--- src/rtl/shf_pkg.sv ---
// Package: shared types and function-code values for the shift unit.
// Assumes the datapath is 32 bits wide; the code values are fixed by the
// instruction encoding that the decoder expects.
package shf_pkg;
    localparam int FN_W = 6;

    typedef enum logic [1:0] {
        SK_LEFT   = 2'd0,
        SK_RLOG   = 2'd2,
        SK_RARITH = 2'd3
    } shf_kind_e;

    localparam logic [FN_W-1:0] FN_SLL  = 6'b000000;
    localparam logic [FN_W-1:0] FN_SRL  = 6'b000010;
    localparam logic [FN_W-1:0] FN_SRA  = 6'b000011;
    localparam logic [FN_W-1:0] FN_SLLV = 6'b000100;
    localparam logic [FN_W-1:0] FN_SRLV = 6'b000110;
    localparam logic [FN_W-1:0] FN_SRAV = 6'b000111;
endpackage

--- src/rtl/shf_decode.sv ---
// Module: turns a function code into a shift kind, a distance-source select
// and a valid flag. Assumes codes outside the six shifts are simply not shifts.
module shf_decode
    import shf_pkg::*;
(
    input  logic [FN_W-1:0] fn_code,
    output shf_kind_e       kind,
    output logic            use_reg,
    output logic            valid
);
    // Map each recognised code; everything else is flagged invalid.
    always_comb begin
        kind    = SK_LEFT;
        use_reg = 1'b0;
        valid   = 1'b1;
        case (fn_code)
            FN_SLL:  kind = SK_LEFT;
            FN_SRL:  kind = SK_RLOG;
            FN_SRA:  kind = SK_RARITH;
            FN_SLLV: begin kind = SK_LEFT;   use_reg = 1'b1; end
            FN_SRLV: begin kind = SK_RLOG;   use_reg = 1'b1; end
            FN_SRAV: begin kind = SK_RARITH; use_reg = 1'b1; end
            default: valid = 1'b0;
        endcase
    end
endmodule

--- src/rtl/shf_amount_sel.sv ---
// Module: picks the shift distance from the instruction field or from the
// low bits of the register operand. Assumes the caller passes only those low bits.
module shf_amount_sel #(
    parameter int AMT_W = 5
) (
    input  logic             use_reg,
    input  logic [AMT_W-1:0] imm_amt,
    input  logic [AMT_W-1:0] reg_amt,
    output logic [AMT_W-1:0] amt
);
    // Choose the distance source.
    always_comb amt = use_reg ? reg_amt : imm_amt;
endmodule

--- src/rtl/shf_barrel.sv ---
// Module: logarithmic barrel shifter. Left shifts are done as right shifts
// on the bit-reversed operand, so one stage chain serves all three kinds.
// Assumes DATA_W is a power of two.
module shf_barrel
    import shf_pkg::*;
#(
    parameter int DATA_W = 32,
    localparam int AMT_W = $clog2(DATA_W)
) (
    input  logic [DATA_W-1:0] din,
    input  logic [AMT_W-1:0]  amt,
    input  shf_kind_e         kind,
    output logic [DATA_W-1:0] dout
);
    logic              is_left;
    logic              fill;
    logic [DATA_W-1:0] rev_in;
    logic [DATA_W-1:0] pre;
    logic [DATA_W-1:0] rev_out;
    logic [DATA_W-1:0] stg [AMT_W+1];

    // Decide direction and the bit shifted into vacated positions.
    always_comb begin
        is_left = (kind == SK_LEFT);
        fill    = (kind == SK_RARITH) & din[DATA_W-1];
    end

    // Bit reversal of the input and of the final stage.
    for (genvar b = 0; b < DATA_W; b++) begin : g_rev
        assign rev_in[b]  = din[DATA_W-1-b];
        assign rev_out[b] = stg[AMT_W][DATA_W-1-b];
    end

    // Feed the stage chain with the operand in shifting order.
    always_comb pre = is_left ? rev_in : din;
    assign stg[0] = pre;

    // One conditional right shift by a power of two per distance bit.
    for (genvar i = 0; i < AMT_W; i++) begin : g_stage
        localparam int STEP = 1 << i;
        assign stg[i+1] = amt[i] ? {{STEP{fill}}, stg[i][DATA_W-1:STEP]} : stg[i];
    end

    // Undo the reversal for left shifts.
    always_comb dout = is_left ? rev_out : stg[AMT_W];
endmodule

--- src/rtl/shf_unit.sv ---
// Module: top of the combinational shift unit. It decodes the function code,
// selects the distance, runs the barrel and forces zero for invalid codes.
// Assumes the operands are stable for as long as the result is used; there is
// no state and no reset.
module shf_unit
    import shf_pkg::*;
#(
    parameter int DATA_W = 32,
    localparam int AMT_W = $clog2(DATA_W)
) (
    input  logic [DATA_W-1:0] op_src,
    input  logic [AMT_W-1:0]  sh_imm,
    input  logic [DATA_W-1:0] op_reg,
    input  logic [FN_W-1:0]   fn_code,
    output logic [DATA_W-1:0] res_out,
    output logic              res_valid
);
    shf_kind_e         kind;
    logic              use_reg;
    logic              dec_valid;
    logic [AMT_W-1:0]  amt;
    logic [DATA_W-1:0] shifted;
    logic              unused_reg_hi;

    // The upper register bits never set the distance.
    assign unused_reg_hi = ^op_reg[DATA_W-1:AMT_W];

    shf_decode u_dec (
        .fn_code (fn_code),
        .kind    (kind),
        .use_reg (use_reg),
        .valid   (dec_valid)
    );

    shf_amount_sel #(.AMT_W(AMT_W)) u_amt (
        .use_reg (use_reg),
        .imm_amt (sh_imm),
        .reg_amt (op_reg[AMT_W-1:0]),
        .amt     (amt)
    );

    shf_barrel #(.DATA_W(DATA_W)) u_bar (
        .din  (op_src),
        .amt  (amt),
        .kind (kind),
        .dout (shifted)
    );

    // Gate the result with the valid flag and check output invariants.
    always_comb begin
        res_valid = dec_valid;
        res_out   = dec_valid ? shifted : '0;

        assert_invalid_zero_R7: assert (dec_valid || res_out == '0);
        assert_zero_pass_R8: assert (!(dec_valid && amt == '0) || shifted == op_src);
        assert_sign_fill_R3: assert (!(dec_valid && kind == SK_RARITH && amt != '0)
                                     || shifted[DATA_W-1] == op_src[DATA_W-1]);
        assert_left_zero_R1: assert (!(dec_valid && kind == SK_LEFT && amt != '0)
                                     || shifted[0] == 1'b0);
        assert_right_zero_R2: assert (!(dec_valid && kind == SK_RLOG && amt != '0)
                                      || shifted[DATA_W-1] == 1'b0);
    end
endmodule

--- config.mk ---
export PLATFORM = sky130hd
export DESIGN_NAME = shf_unit
export DESIGN_NICKNAME = d
export VERILOG_FILES = /design/src/rtl/shf_pkg.sv /design/src/rtl/shf_decode.sv /design/src/rtl/shf_amount_sel.sv /design/src/rtl/shf_barrel.sv /design/src/rtl/shf_unit.sv
export SDC_FILE = /design/constraint.sdc
export NUM_CORES = 1
export LEC_CHECK = 0
export BUFFER_PORTS_ARGS = -buffer_cell sky130_fd_sc_hd__buf_2
export CELL_PAD_IN_SITES_DETAIL_PLACEMENT = 1
export CELL_PAD_IN_SITES_GLOBAL_PLACEMENT = 2
export CORE_ASPECT_RATIO = 1.75
export CORE_MARGIN = 10
export CORE_UTILIZATION = 25
export DETAILED_ROUTE_END_ITERATION = 10
export PLACE_DENSITY = 0.89
export SLEW_MARGIN = 25
export SYNTH_ARGS = -nofsm -noshare
export SYNTH_HDL_FRONTEND = slang
export SYNTH_SLANG_ARGS = --single-unit
export TNS_END_PERCENT = 20
--- constraint.sdc ---
create_clock -name vclk -period 2.6
set_input_delay 0.13 -clock vclk [all_inputs]
set_output_delay 0.13 -clock vclk [all_outputs]
set_load 0.01 [all_outputs]
==> results of run 1 <==
==> worst max-delay path, delay by kind of cell <==
family	cells	cell delay [ps]
AO/OA/AOI/OAI	5	1260
buffers and inverters	6	870
AND/OR/NAND/NOR	2	460
multiplexers	1	280
==> Yosys cell counts, drive strengths merged, types with 2 or more instances <==
cell | instances | area [µm²]
o2111ai | 5 | 43.8
buf | 20 | 110
and2 | 8 | 50.1
a311oi | 4 | 35.0
o32ai | 2 | 17.5
o2bb2ai | 8 | 70.1
a21oi | 20 | 100
and3 | 8 | 50.1
a22o | 7 | 61.3
clkbuf | 16 | 60.1
o211a | 2 | 20.0
a211o | 7 | 61.3
or3 | 4 | 30.0
nand4 | 3 | 18.8
nor3b | 2 | 15.0
a311o | 2 | 20.0
a22oi | 8 | 60.1
o31ai | 4 | 43.8
nand2 | 40 | 158
o221ai | 2 | 17.5
o221a | 2 | 22.5
or2 | 2 | 12.5
inv | 2 | 7.51
a211oi | 11 | 87.6
o22ai | 7 | 43.8
mux2i | 47 | 487
nor2 | 25 | 106
o211ai | 15 | 113
mux2 | 13 | 154
mux4 | 7 | 158
nor3 | 13 | 81.3
a221oi | 6 | 58.8
o21a | 4 | 30.0
o21ai | 34 | 170
nand3 | 37 | 185
a21o | 3 | 22.5
a31oi | 14 | 87.6
a32o | 3 | 30.0
==> cell families after synthesis <==
| group | Yosys count | synth area share [%] |
|---|---|---|
| buffers and inverters | 38 | 5.92 |
| AND/OR/NAND/NOR | 148 | 25.2 |
| AO/OA/AOI/OAI | 176 | 42.3 |
| multiplexers | 67 | 26.6 |
==> power by group through the flow <==
stage	clock network, µW	logic, µW	registers, µW
after floorplan	0	478	0
after global placement	0	922	0
after detailed placement	0	970	0
after CTS	0	1090	0
after global routing	0	1380	0
final	0	1340	0
==> through the flow <==
stage	util, %	power (µW)	instance area, µm²	worst slack (ps)
final	48.1	1340	5610	-547
after global routing	48.1	1380	5610	-613
after CTS	44.0	1090	5130	-423
after detailed placement	39.8	970	4630	-563
after global placement	39.8	922	4630	-450
after floorplan	-	478	3000	-4.17
==> worst max-delay path by stage <==
| stage | start | end | slack [ps] | cells after the start |
|---|---|---|---|---|
| floorplan | fn_code[3] | res_out[10] | -4 | 9 |
| global placement | fn_code[3] | res_out[15] | -450 | 12 |
| detailed placement | fn_code[3] | res_out[27] | -560 | 11 |
| CTS | fn_code[4] | res_out[27] | -420 | 12 |
| global route | fn_code[4] | res_out[27] | -610 | 13 |
| finish | fn_code[4] | res_out[20] | -550 | 14 |
==> layer usage <==
layer | vias to the layer above | global-route usage (%) | wire, µm
met5 | - | 0 | 0
met4 | 0 | 17.2 | 2340
met2 | 426 | 44.2 | 12400
li1 | 2190 | - | -
met1 | 2639 | 23.6 | 8080
met3 | 182 | 4.81 | 1950
==> cell type report <==
cell class / instances / share of cell area [%]
Multi-Input combinational cell: 392 / 62.2
Inverter: 2 / 0.134
Timing Repair Buffer: 258 / 34.6
Tap cell: 135 / 3.01
==> repair_timing <==
item,4_1_cts,5_1_grt
resized for setup,96,70
pin swaps,18,36
buffers inserted,14,14
endpoints found under the setup margin,32,32
gates cloned,0,3
==> run summary, run 1 <==
The run finished, with violations left. The final reports fail on setup timing. For this design, the slowest cell found on the critical path is or3_4. Power spread over the standard cell area amounts to ~240 nW/µm².

For hold timing, the worst endpoint is res_out[10]. The count of cells along the worst hold path came out at 6. For the worst setup path, the data arrival time is 3020 ps. Leaving out fill and tap cells, the most frequent cell in the layout is buf_4. The total count of max-transition violations in the final report came out at 0. The final layout contains 729 nets.

After detailed routing, the number of vias per cell comes to just under 7. The fill cell instance count of the final layout came out at 1402. The worst hold path begins at fn_code[4]. The count of cell types in the netlist came out at between 60 and 70. The total global routing track utilization came out at 24.3%. The worst setup path is captured at an output port. After detailed routing, the average wire length per cell comes to roughly 32 µm. In this run the standard cell core region covers 11600 µm².

The total wire length came out at between 20000 and 25000 µm. 0 antenna diodes ended up in the layout. The number of global-route vias before repair came out at 5493.

The internal power is between 500 and 600 µW. The ratio of cells with drive above 1 in the final layout came out at 61.5%. The startpoint class of the critical path is an input pin. Leaving out fill and tap cells, the most frequent cells in the layout are 155 x buf_4, 78 x buf_2, 33 x nand2_1, 28 x nand3_1, 23 x mux2i_1.

The number of flip-flops and latches is 0. The number of I/O port buffers came out at 81. The largest net degree at the start of global routing is 26. IR analysis of the VDD net gives a maximum drop of 0.0807 mV. The tightest slew margin relative to the limit is slightly below 60%. The multi-input combinational cells in the finished layout cover a total of 3490 µm². Of all nets on the critical path, the largest fanout is 5. The number of antenna violations at the first check in global routing came out at 0. Setup total negative slack on the finished layout was measured at -13470 ps.

The critical path goes through buf_8, or3_4, buf_6, o31ai_4, buf_6, nand2_8, buf_12, mux2_4, buf_4, o2bb2ai_4, o21a_1, a211o_4, a221o_1, buf_2. The tool flagged a number of max-cap violations equal to 0. The clock share of power came out at 0%.

The combinational cell fraction of total power is 100.0%. The largest stage delay on the critical path is 380 ps. The synthesized area came out at 3000 µm².

In this design, the critical path's most frequently occurring cell is buf_6. The worst path required time is 2470 ps. The wire length of the first global-routing pass came out at 32100 µm. The number of nets in the synthesized netlist is 504. Setup repair after global routing could not meet its margin everywhere. The part of the Yosys area used for sequential elements came out at 0%.

Net switching is between 50% and 60% of the power. The cell row count is 52. At the end of routability-driven placement, the weighted congestion stood at 1.13. The top-level I/O count is 108. The clock period minus worst slack came out at 3150 ps. The remaining number of nets flagged by the antenna check after routing came out at 0.

The static leakage power is 0.00240 µW. The final route contains about 5400 vias. The synthesis-to-finish area growth is 86.9%.

At the pin with the least slew margin, the transition time is 625 ps. The first-pass detailed-route iteration total came out at 5. The DRC violation count after routing is 0. The final count of hold timing violations was 0. The post-cts hold buffer count is 0. The final global-route overflow total is 0. The initial cell density of the core is between 20 and 30%. The fmax is around 320 MHz. Final hold analysis gives a worst-case slack of about 800 ps. In this run the vertical extent of the chip is around 160 µm. In this run the power spent charging and discharging nets is 758 µW. The Yosys warning count is 0. The cell count after synthesis came out at 429. The final cell count without fillers is 787.

The horizontal die dimension is 103 µm. The worst setup path is of the in -> out kind. The proportion of power drawn by flip-flops and latches came out at 0%. The total die area is 17000 µm². Setup violations remaining at the end of the flow were counted as 32. Counting the clock-network buffers in the layout gives 0.

The cell count after placement is between 700 and 800. The final clock period utilization by the worst path is 121%. The number of DRC markers after the initial detailed-route iteration is 589. The worst setup margin came out at -547 ps. The wire-length estimate of the detail-placed layout is 15700 µm. The area taken by flip-flops and latches came out at 0 µm². The tightest min-delay check is of the in -> out type.

The average instance area after synthesis came out at 6.99 µm².
Power figures use the tool's default switching activity.
==> run 2, diff against run 1 <==
clock period = 2.8 ns   (was 2.6 ns; I/O delays follow)
==> run 2 against run 1 <==
Effect of this change: the flow still finishes with violations (setup timing); count of clock-buffer cells in the layout unchanged; via count fell by 2.1%; routed wire length shrank 2.7%; first-iteration DRC count is 3.2% lower; critical endpoint is now res_out[29]; largest power group unchanged.
==> run summary, run 2 (synthesis gave the netlist of run 1 again) <==
The area after detailed placement came to 4470 µm² (was 4630 µm²). The startpoint class of the critical path is an input pin (unchanged). The summed area of non-filler cells in the final layout is 5480 µm² (was 5610 µm²).

The area taken by flip-flops and latches came out at 0 µm² (unchanged). The HPWL after detailed placement is 15300 µm (was 15700 µm). The height of the die is 165 µm (unchanged). The initial cell density of the core came out at 25.8% (unchanged). The combinational cell fraction of total power is 100.0% (about the same).

The DRC violation count after routing is 0 (unchanged). The count of cells along the worst hold path came out at 5 (was 6). The synthesis-to-finish area growth is 82.6% (was 86.9%). The top-level I/O count came out at 108 (unchanged). The cell row count came to 52 (unchanged). The number of clock buffers in the layout was 0 (unchanged). The arrival time of the worst setup path came out at 3330 ps (was 3020 ps). The clock period minus worst slack is 3470 ps. The fmax is 288 MHz. The fill cell instance count of the final layout was 1399 (was 1402).

The number of antenna violations at the first check in global routing is 0 (unchanged). The ratio of cells with drive above 1 in the final layout came to 61.5% (about the same). The first-pass detailed-route iteration total is 6 (was 5). The most common cell after layout, fill and taps aside is buf_4 (unchanged). The total global routing track utilization is 24.8% (was 24.3%). The post-cts hold buffer count came out at 0 (unchanged).

The vias per cell came to 6.95 (was 6.91). The switching power summed over all nets came out at 686 µW (was 758 µW). Setup repair after global routing missed its margin: true (unchanged). The max-capacitance violation count came out at 0 (unchanged). The horizontal die dimension is 103 µm (unchanged). The final clock period utilization by the worst path is 124%.

The endpoint type of the worst setup path was an output port (unchanged). The setup-violating endpoint count in the final report is 32 (unchanged). The slew at the pin closest to its max-slew limit is 847 ps (was 625 ps). The maximum fanout count along the critical path came to 10 (was 5).

The net switching share of the total power came out at 57.0% (was 56.4%). The number of diodes came out at 0 (unchanged). The worst setup margin was -667 ps (was -547 ps).

The worst IR drop on VDD was 0.0661 mV (was 0.0807 mV). The proportion of power drawn by flip-flops and latches was 0% (about the same). The number of I/O port buffers is 81 (unchanged).

The remaining number of nets flagged by the antenna check after routing is 0 (unchanged). The clock share of power is 0% (about the same). The total die area came out at 17000 µm² (unchanged). The area of the placeable core is 11600 µm² (unchanged). Highest-count cells in the layout ignoring fill and taps: 129 x buf_4, 77 x buf_2, 36 x nand2_1, 29 x nand3_1, 23 x buf_6 (was 155 x buf_4, 78 x buf_2, 33 x nand2_1, 28 x nand3_1, 23 x mux2i_1). The launch point of the worst path is fn_code[5] (was fn_code[4]). The final weighted congestion in routability-driven placement came out at 1.16 (was 1.13). The worst min-delay path class is in -> out (unchanged). The internal power is 517 µW (was 585 µW). The number of DRC markers after the initial detailed-route iteration came to 570 (was 589). The tightest slew margin relative to the limit came to 43.1% (was 58.3%). The post-route core utilization is 47.0% (was 48.1%). The largest net degree at the start of global routing came out at 28 (was 26).

The worst path required time was 2660 ps (was 2470 ps). The wire length of the first global-routing pass is 32600 µm (was 32100 µm). The number of flip-flops and latches came out at 0 (unchanged). The startpoint-to-endpoint class of the critical path is in -> out (unchanged). The total count of max-transition violations in the final report came out at 0 (unchanged). Violations in the final reports: setup timing (unchanged). The routed wire length per instance is 31.5 µm (about the same). The power density over cell area was 220 nW/µm² (was 239 nW/µm²). The number of global-route vias before repair is 5552 (was 5493). The final count of hold timing violations came out at 0 (unchanged). The final net count came out at 708 (was 729). The static leakage power came out at 0.00231 µW (was 0.00240 µW). The final global-route overflow total came out at 0 (unchanged). The total wire length was 24200 µm (was 24800 µm). The capture point of the critical path was res_out[29] (was res_out[20]). The total number of vias came out at 5321 (was 5437). Outcome: finished, violations left (unchanged).
## run 2: worst max-delay path: stages
cell,delay [ps]
buf_6,100
buf_6,110
nor4b_4,280
buf_6,180
clkbuf_16,170
buf_6,190
mux2i_2,280
mux2i_2,110
buf_4,170
buf_4,130
a22o_1,260
nor3_1,660
nor4_2,170
a22o_1,210
buf_2,140
## run 2: power groups by stage
stage          combinational, µW  sequential (µW)  clock (µW)
5_1_grt                     1240                0           0
2_1_floorplan                443                0           0
3_5_place_dp                 879                0           0
6_report                    1200                0           0
3_3_place_gp                 845                0           0
4_1_cts                     1010                0           0
## run 2: worst min-delay path by stage
stage / from / end / slack, ps
2_1_floorplan: fn_code[0] / res_out[10] / 450
6_report: fn_code[0] / res_out[10] / 840
5_1_grt: fn_code[0] / res_out[10] / 870
4_1_cts: fn_code[0] / res_out[10] / 790
3_3_place_gp: fn_code[0] / res_out[10] / 780
3_5_place_dp: fn_code[0] / res_out[10] / 790
## run 2: through the flow
stage | setup TNS, ps | hold slack, ps | total power, µW | instances | setup slack, ps
2_1_floorplan | 0 | 451 | 443 | 429 | 135
3_3_place_gp | -4680 | 779 | 845 | 740 | -249
3_5_place_dp | -7230 | 790 | 879 | 740 | -334
4_1_cts | -3810 | 792 | 1010 | 752 | -212
5_1_grt | -11890 | 868 | 1240 | 766 | -748
6_report | -9230 | 839 | 1200 | 766 | -667
## run 2: repair_timing
action	4_1_cts	5_1_grt
setup endpoints to repair	32	32
cloned	2	1
setup buffers	12	14
gates resized for setup	116	66
pin swaps	33	22
## run 2: layer usage
layer  vias up  wire [µm]  track usage [%]
li1       2149          -                -
met2       434      11800             43.7
met4         0       2490             18.2
met5         -          0                0
met3       195       2110             6.23
met1      2543       7720             24.3
## run 2: cell type report
cell class | instances | area [µm²] | area share [%]
Tap cell | 135 | 169 | 3.08
Multi-Input combinational cell | 392 | 3530 | 64.4
Inverter | 2 | 7.51 | 0.137
Timing Repair Buffer | 237 | 1770 | 32.4
